<file path="src/rtl/ide_glue_pkg.sv">
package ide_glue_pkg;
  // Meaning of the two slot bits inside the decode window.
  typedef enum logic [1:0] {
    SLOT_NONE   = 2'd0,
    SLOT_HIBYTE = 2'd1,
    SLOT_SET1   = 2'd2,
    SLOT_SET3   = 2'd3
  } slot_e;

  localparam int NUM_SLOTS = 4;
endpackage

</file>
<file path="src/rtl/ide_win_decode.sv">
module ide_win_decode
  import ide_glue_pkg::*;
#(
  parameter int ADDR_W   = 8,
  parameter int HI_BIT   = 7,
  parameter int MID_BIT  = 4,
  parameter int LO_BIT   = 3,
  parameter int SLOT_LSB = 5
) (
  input  logic [ADDR_W-1:0] addr,
  input  logic              io_page_n,
  output logic              cs1_n,
  output logic              cs3_n,
  output logic              hi_n,
  output logic              periph_en,
  output logic              dev_sel
);
  localparam int SLOT_W = $clog2(NUM_SLOTS);

  logic              in_window;
  slot_e             slot;
  logic [NUM_SLOTS-1:0] slot_hit;

  assign in_window = !io_page_n && addr[HI_BIT] && addr[MID_BIT] && !addr[LO_BIT];
  assign slot      = slot_e'(addr[SLOT_LSB +: SLOT_W]);

  for (genvar s = 0; s < NUM_SLOTS; s++) begin : g_slot
    assign slot_hit[s] = in_window && (slot == slot_e'(s));
  end

  assign hi_n      = !slot_hit[SLOT_HIBYTE];
  assign cs1_n     = !slot_hit[SLOT_SET1];
  assign cs3_n     = !slot_hit[SLOT_SET3];
  assign dev_sel   = slot_hit[SLOT_SET1] | slot_hit[SLOT_SET3];
  assign periph_en = !(slot_hit[SLOT_HIBYTE] | dev_sel);
endmodule

</file>
<file path="src/rtl/ide_addr_hold.sv">
module ide_addr_hold #(
  parameter int DA_W = 3
) (
  input  logic            clk,
  input  logic            rst_n,
  input  logic            phi2,
  input  logic [DA_W-1:0] addr_lo,
  output logic [DA_W-1:0] da,
  output logic            armed
);
  logic phi2_q;

  // phi2_q comes out of reset high, so a phase that is already running loads nothing.
  always_ff @(posedge clk or negedge rst_n) begin
    if (!rst_n) begin
      phi2_q <= 1'b1;
      da     <= '0;
    end else begin
      phi2_q <= phi2;
      if (phi2 && !phi2_q) da <= addr_lo;
    end
  end

  // Strobes may assert only after the edge that captured the address.
  assign armed = rst_n && phi2 && phi2_q;
endmodule

</file>
<file path="src/rtl/ide_strobe_gen.sv">
module ide_strobe_gen (
  input  logic armed,
  input  logic rw,
  input  logic dev_sel,
  output logic ior_n,
  output logic iow_n
);
  logic go;

  assign go    = armed && dev_sel;
  assign ior_n = !(go && rw);
  assign iow_n = !(go && !rw);
endmodule

</file>
<file path="src/rtl/ide_bus_glue.sv">
module ide_bus_glue #(
  parameter int ADDR_W = 8,
  parameter int DA_W   = 3
) (
  input  logic              clk,
  input  logic              rst_n,
  input  logic              phi2,
  input  logic              cpu_rw,
  input  logic [ADDR_W-1:0] cpu_addr,
  input  logic              io_page_n,
  output logic              ide_cs1_n,
  output logic              ide_cs3_n,
  output logic              hi_latch_n,
  output logic              periph_en,
  output logic [DA_W-1:0]   ide_da,
  output logic              ide_ior_n,
  output logic              ide_iow_n,
  output logic              ide_rst_n
);
  logic dev_sel;
  logic armed;

  ide_win_decode #(.ADDR_W(ADDR_W)) u_dec (
    .addr      (cpu_addr),
    .io_page_n (io_page_n),
    .cs1_n     (ide_cs1_n),
    .cs3_n     (ide_cs3_n),
    .hi_n      (hi_latch_n),
    .periph_en (periph_en),
    .dev_sel   (dev_sel)
  );

  ide_addr_hold #(.DA_W(DA_W)) u_hold (
    .clk     (clk),
    .rst_n   (rst_n),
    .phi2    (phi2),
    .addr_lo (cpu_addr[DA_W-1:0]),
    .da      (ide_da),
    .armed   (armed)
  );

  ide_strobe_gen u_stb (
    .armed   (armed),
    .rw      (cpu_rw),
    .dev_sel (dev_sel),
    .ior_n   (ide_ior_n),
    .iow_n   (ide_iow_n)
  );

  assign ide_rst_n = rst_n;
endmodule

</file>
<file path="config.mk">
export PLATFORM = sky130hd
export DESIGN_NAME = ide_bus_glue
export DESIGN_NICKNAME = d
export VERILOG_FILES = /design/src/rtl/ide_glue_pkg.sv /design/src/rtl/ide_win_decode.sv /design/src/rtl/ide_addr_hold.sv /design/src/rtl/ide_strobe_gen.sv /design/src/rtl/ide_bus_glue.sv
export SDC_FILE = /design/constraint.sdc
export NUM_CORES = 1
export LEC_CHECK = 0
export ABC_AREA = 0
export BUFFER_PORTS_ARGS = -buffer_cell sky130_fd_sc_hd__buf_2
export CAP_MARGIN = 40
export CORE_AREA = 2 2 39 41
export DETAILED_ROUTE_END_ITERATION = 8
export DIE_AREA = 0 0 41 43
export PLACE_DENSITY = 0.51
export SYNTH_ARGS = -nofsm -noshare
export SYNTH_HDL_FRONTEND = slang
export SYNTH_SLANG_ARGS = --single-unit
</file>
<file path="constraint.sdc">
create_clock -name clk -period 1.5 [get_ports clk]
set_input_delay 0.15 -clock clk [delete_from_list [all_inputs] [get_ports clk]]
set_output_delay 0.15 -clock clk [all_outputs]
set_load 0.02 [all_outputs]
</file>
After elaboration in Yosys (flattened, before gate mapping)
Cells that the tools add are included.
{ "word_totals": {"romBits": 0, "latch_bits": 0, "output_inout_bits": 10, "memories": 0, "ramBits": 0, "input_bits": 13, "wordCells": 29, "ff_bits": 4} }
{ "classes": {"n_shift": 0, "eq_ne": 3, "n_reduce_logical": 22, "div": 0, "bitwise_logic": 2, "multipliers": 0, "n_lt_le_gt_ge": 0, "add_sub_neg": 0, "n_mux": 0} }
{ "ops": {"columns": ["op", "count"], "rows": [
  ["$logic_and 1x1->1", 12],
  ["$logic_not 1->1", 10],
  ["$eq 2x2->1 const B", 2],
  ["$eq 2x1->1 const B", 1],
  ["$or 1x1->1", 2]
]} }

Logic depth before layout (Yosys ltp)
Gate-level depths: netlist of the first run.
{ "depth": {"ltp_word": 9, "depth_mapped": 2, "depth_no_buf": 2} }

Modules after synthesis
From an unflattened synthesis of the first run, not the netlist that was laid out.
{ "unflattened": {"cells_unflattened": 21, "hier_area_um2": 251.5} }
{ "modules_own_cells": {"columns": ["mod", "cells_per_inst", "seq_area_each_um2", "instances", "area_each_um2"], "rows": [
  ["ide_addr_hold", 9, 101.3, 1, 167.7],
  ["ide_win_decode", 9, 0.0, 1, 63.8],
  ["ide_strobe_gen", 2, 0.0, 1, 12.5],
  ["ide_bus_glue", 1, 0.0, 1, 7.5]
]} }

Least setup slack after synthesis of the first run
OpenSTA, ideal clock, no wires.
{ "synth_timing": {"kind": "register -> output", "start": "register u_hold.phi2_q", "end": "output port ide_ior_n", "arrival_ns": 0.921, "path_stages_with_launch": 3, "setup_slack_ns": 0.429, "path_cell_list": "dfstp_2 and4_1 nand3_1"} }
{ "synth_via": {"elab_chain_cells": 4} }
{ "synth_lines": {"columns": ["item", "line_no", "text"], "rows": [
  ["from (decl)", "ide_addr_hold.sv:11", "logic phi2_q;"],
  ["from (signal assigned)", "ide_addr_hold.sv:19", "phi2_q <= phi2;"],
  ["$logic_and 1x1->1", "ide_addr_hold.sv:25", "assign armed = rst_n && phi2 && phi2_q;"],
  ["$logic_and 1x1->1", "ide_strobe_gen.sv:10", "assign go = armed && dev_sel;"],
  ["$logic_and 1x1->1", "ide_strobe_gen.sv:11", "assign ior_n = !(go && rw);"],
  ["$logic_not 1->1", "ide_strobe_gen.sv:11", null],
  ["to (decl)", "ide_bus_glue.sv:16", "output logic ide_ior_n,"]
]} }
Every way passes these cells.

Final worst setup path of the first run
{ "layout_timing": {"start": "input port rst_n", "end": "output port ide_iow_n"} }
{ "layout_via": {"elab_chain_cells": 5} }
{ "layout_lines": {"columns": ["item", "line_no", "text"], "rows": [
  ["from (decl)", "ide_bus_glue.sv:6", "input logic rst_n,"],
  ["$logic_and 1x1->1 (2 in series)", "ide_addr_hold.sv:25", null],
  ["$logic_and 1x1->1", "ide_strobe_gen.sv:10", null],
  ["$logic_and 1x1->1", "ide_strobe_gen.sv:12", "assign iow_n = !(go && !rw);"],
  ["$logic_not 1->1", "ide_strobe_gen.sv:12", null],
  ["to (decl)", "ide_bus_glue.sv:17", "output logic ide_iow_n,"]
]} }
Every way passes these cells.

==> run metrics, run 1 <==
Seq/Total Area, Yosys=0.448; total wire length=between 500 and 600 µm; worst path cell trace=dlygate4sd3_1 > buf_6 > and4_1 > nand3b_1 > buf_4; number of antenna violations at the first check in global routing=0; worst hold-check path type=in -> reg; Buf+Inv Stages, Crit Path=3; crit path max fanout=6; vias in the first global route=177; setup TNS=0 ps; clk_lat worst skew=240 ps; slew of the pin with the lowest slew margin=140 ps; # clock sinks=4; Syn Area/Cell=13.3 µm²; part of the cycle the worst path needs=0.958; drt first pass iters=2; starting density of the core=0.164; WL met3=around 130 µm; Max Clock Freq=around 0.7 GHz; Period minus WS final=approximately 1400 ps; max cap viols=0; total power per unit cell area=924 mW/mm²; Leak=0.000188 µW; chip height=between 40 and 50 µm; syn nets=30; post-CTS setup buffer count=0; first-pass GRT wire length=approximately 660 µm; Root Driver=clkbuf_4; Placed Instances=54; Yosys warnings=0; Final GP Congestion=0.608; Reg clk slew, reported paths=40 ps; uppermost layer routed=met3; outcome=finished, final reports clean; Worst VDD drop=about 0.47 mV; area grow syn2layout=75.1%; Antenna Nets Post-Route=0; Ports=23; share of cells above drive strength 1=0.721; met1 wire length=207 µm; Setup CP Type=in -> out; Std-Cell Rows=14; crit end category=primary output; Critical Path AT=1290 ps; count of cell types in the netlist=10; CTS H-Tree Depth=1; Remaining DRCs=0; Critical Path Max Stage Delay=540 ps; Layout Nets=57; CP required=1350 ps; RSZ-0062 raised after global routing=false; diode count=0; buffer depth of the longest clock path=2; Vias/cell=~4.1; post-route cell area=about 400 µm²; CTS tree=built; Fin Hold WS=roughly 39 ps; largest net degree at the start of global routing=7; endpoints failing hold=0; Inserted Clock Buffers=3; skew final=7.00 ps; Slew HR=0.907; Mapped Cells=17; core area=0.00138 mm²; dpl hpwl=437 µm; GRT Total Usage=0.0626; die width=about 41 µm; final slew viol count=0; hold path start=phi2; Top delay family on crit path=buffers and inverters; die area=0.00176 mm²; total gr overflow=0; flops & latches, synth=4; WL met2=between 200 and 250 µm; Worst Setup SP=rst_n; initial detailed-routing violation count=2; Post-DP Area=349 µm²; filler cell count in the final layout=roughly 160; mean routed wirelength per cell=between 9 and 10 µm; Cell Area, Synth=226 µm²; Final setup viols=0; CP Launch Type=input pin; Port Buffers=22; final non-filler cell total=just under 60; reg-to-reg startpoint=u_hold.phi2_q; slowest CP cell=dlygate4sd3_1; detailed-route via count=240
## layout make-up
class / instances / area (µm²) / share of cell area
Tap cell: 16 / 20.0 / 0.0505
Clock buffer: 4 / 26.3 / 0.0662
Sequential cell: 4 / 101 / 0.256
Multi-Input combinational cell: 12 / 118 / 0.297
Timing Repair Buffer: 23 / 131 / 0.331
## through the flow
stage / setup slack, ps / power (µW) / utilization
2_1_floorplan: 429 / 179 / -
3_3_place_gp: 384 / 214 / 0.252
3_5_place_dp: 365 / 215 / 0.252
4_1_cts: 43.7 / 374 / 0.278
5_1_grt: 6.09 / 384 / 0.287
6_report: 63.2 / 366 / 0.287
## cell usage after synthesis, drive strengths merged
| cell | instances | area share |
|---|---|---|
| and4 | 1 | 0.039 |
| and4bb | 1 | 0.055 |
| buf | 1 | 0.033 |
| dfrtp | 3 | 0.33 |
| dfstp | 1 | 0.12 |
| mux2 | 3 | 0.20 |
| nand3 | 2 | 0.044 |
| nand3b | 3 | 0.099 |
| nor2b | 1 | 0.061 |
| o21ai | 1 | 0.022 |
## state kept, by name, summed over array words and instances, names as in the netlist
register       cells
u_hold.da          3
u_hold.phi2_q      1
## power breakdown
| part | internal [µW] | switching (µW) | total, µW |
|---|---|---|---|
| Combinational | 46.2 | 39.7 | 85.9 |
| Clock | 100 | 49.5 | 150 |
| Sequential | 123 | 7.80 | 131 |
## kinds of logic after synthesis
group                  after synthesis  share of synthesized area
AOI/OAI and AO/OA                    1                     0.0221
muxes                                3                      0.199
buffers and inverters                1                     0.0332
DFF                                  4                      0.448
and+or+nand+nor                      8                      0.298
## final timing paths
path	cells after the start	slack (ps)	to
hold / removal	1	40	u_hold.phi2_q
min in group asynchronous	2	250	u_hold.da[0]
hold reg to reg	1	500	u_hold.da[0]
setup reg to reg	2	500	u_hold.da[1]
max in group asynchronous	2	1050	u_hold.phi2_q
setup / recovery	5	60	ide_iow_n
## metal layers
metal,GRT usage,vias to the layer above
met2,0.0906,23
met4,0.0600,0
met3,0.0314,0
met1,0.0588,102
li1,-,115
met5,0,-
## repair_timing
action | 4_1_cts | 5_1_grt
gates resized for setup | 0 | 5
endpoints found under the setup margin | 0 | 2
hold buffers | 1 | 0
hold endpoints to repair | 4 | 0
## cell usage in the layout (no fill, tap or decap)
| cell | netlist | layout |
|---|---|---|
| buf_2 | 0 | 19 |
| o21ai_1 | 1 | 1 |
| and4_1 | 1 | 1 |
| nor2b_4 | 1 | 1 |
| dfstp_2 | 1 | 1 |
| dlygate4sd3_1 | 0 | 1 |
| nand3_1 | 2 | 2 |
| dfrtp_1 | 3 | 3 |
| clkbuf_4 | 0 | 3 |
| nand3b_1 | 3 | 3 |
| mux2_4 | 3 | 3 |
| buf_6 | 0 | 1 |
| buf_4 | 1 | 2 |
| and4bb_2 | 1 | 1 |
| clkbuf_1 | 0 | 1 |
Power figures use the tool's default switching activity.
==> run 2, diff against run 1 <==
BUFFER_PORTS_ARGS = not set   (was -buffer_cell sky130_fd_sc_hd__buf_2)
DONT_BUFFER_PORTS = 1   (was not set)
PLACE_DENSITY = 0.37   (was 0.51)
==> run 2 against run 1 <==
Against the previous run:
- register-to-register slack about the same
- maximum frequency up 7.2%
- worst hold slack better by 23 ps
- combinational power down 58%
- cell area down 28%
- power down 10%
==> run metrics, run 2 (synthesis results as in run 1) <==
setup TNS=0 ps (unchanged); Std-Cell Rows=14 (unchanged); number of antenna violations at the first check in global routing=0 (unchanged); Vias/cell=4.37 (+7.4%); final slew viol count=0 (unchanged); detailed-route via count=166 (-31%); GRT Total Usage=0.0626 (unchanged); Critical Path Max Stage Delay=550 ps (about the same); first-pass GRT wire length=641 µm (-2.1%); largest net degree at the start of global routing=7 (unchanged); area grow syn2layout=26.0%; outcome=finished, final reports clean; Setup CP Type=reg -> out; slowest CP cell=dfstp_2; CP Launch Type=register; part of the cycle the worst path needs=0.893 (-0.0647); Worst VDD drop=0.439 mV (-6.0%); Critical Path AT=1190 ps (-100 ps); Inserted Clock Buffers=3 (unchanged); Remaining DRCs=0 (unchanged); initial detailed-routing violation count=1 (-1); crit path max fanout=2 (-4); Final GP Congestion=0.595 (-2.2%); crit end category=primary output; Leak=0.000109 µW (-42%); share of cells above drive strength 1=0.409 (-0.312); Top delay family on crit path=flip-flops; Slew HR=0.717 (-0.189); total power per unit cell area=1150 mW/mm² (+25%); max cap viols=0 (unchanged); die width=41 µm (unchanged); CP required=1350 ps (about the same); Buf+Inv Stages, Crit Path=0 (-3); largest registers=u_hold.da: 3 flops, u_hold.phi2_q: 1 flops; total gr overflow=0 (unchanged); total power=329 µW (-10%); Final setup viols=0 (unchanged); worst hold-check path type=in -> reg; diode count=0 (unchanged); post_cts resized=0 (unchanged); skew final=3.30 ps (-3.70 ps); chip height=43 µm (unchanged); mean routed wirelength per cell=11.2 µm (+16%); Ports=23 (unchanged); Root Driver=clkbuf_4; RSZ-0062 raised after global routing=false; Port Buffers=0 (-100%); # clock sinks=4 (unchanged); drt first pass iters=2 (unchanged); clk_lat worst skew=230 ps (about the same); Reg clk slew, reported paths=40 ps (about the same); endpoints failing hold=0 (unchanged); Period minus WS final=1340 ps (-97.1 ps); Max Clock Freq=0.746 GHz (+7.2%); Layout Nets=36 (-37%); CTS tree=built; vias in the first global route=182 (+2.8%); slew of the pin with the lowest slew margin=421 ps (+282 ps); worst path cell trace=and4_1 > nand3_1; most frequent cells in the layout=nand3b_1 (3), mux2_4 (3), clkbuf_4 (3), dfrtp_1 (3); filler cell count in the final layout=141 (-11%); die area=0.00176 mm² (unchanged); Top reg by flops=u_hold.da; total wire length=426 µm (-25%); CTS H-Tree Depth=1 (unchanged); buffer depth of the longest clock path=2 (unchanged); utilization after layout=0.206 (-0.0805); max FFs per register=3 (unchanged); Antenna Nets Post-Route=0 (unchanged); starting density of the core=0.164 (unchanged); core area=0.00138 mm² (unchanged)
## run 2: cell types whose count changed in the layout (fill, tap and decap cells not counted), sizes merged
cell,previous run,this run
buf,22,0
dlygate4sd3,1,2
## run 2: stage by stage
step / worst slack [ps] / hold WS [ps] / area, µm² / cells
final: 160 / 61.8 / 285 / 38
after global routing: 69.4 / 43.6 / 285 / 38
after CTS: 146 / 53.6 / 285 / 38
after detailed placement: 401 / -145 / 239 / 32
after global placement: 409 / -145 / 239 / 32
after floorplan: 429 / -146 / 226 / 17
## run 2: path summary, 6_finish.rpt
check                              startpoint             to  slack (ps)  cells after the start
worst max-delay path            u_hold.phi2_q      ide_ior_n         160                      2
worst max register to register  u_hold.phi2_q   u_hold.da[1]         500                      2
worst min register to register   u_hold.da[1]   u_hold.da[1]         670                      1
worst min-delay path              cpu_addr[0]   u_hold.da[0]          60                      1
max in group asynchronous               rst_n  u_hold.phi2_q        1070                      1
min in group asynchronous               rst_n   u_hold.da[2]         190                      1
## run 2: final cells by class
cell class / count / area [µm²] / area share
well taps: 16 / 20.0 / 0.0702
clock buffers: 4 / 26.3 / 0.0921
repair buffers: 2 / 20.0 / 0.0702
flip-flops and latches: 4 / 101 / 0.355
multi-input cells: 12 / 118 / 0.412
## run 2: timing repair
action / CTS / global route
setup buffers: 0 / 0
endpoints found under the hold margin: 5 / 0
hold buffers: 2 / 0
## run 2: power by group
group | internal [µW] | switching [µW] | total, µW
logic | 25.6 | 10.8 | 36.4
clock network | 99.8 | 43.8 | 144
registers | 123 | 25.5 | 148
## run 2: metal layers
metal / track usage / up-vias / wire [µm]
met5: 0 / - / 0
met1: 0.0621 / 67 / 172
met3: 0.0419 / 4 / 88
met4: 0.0800 / 0 / 21
met2: 0.0719 / 23 / 144
li1: - / 72 / -
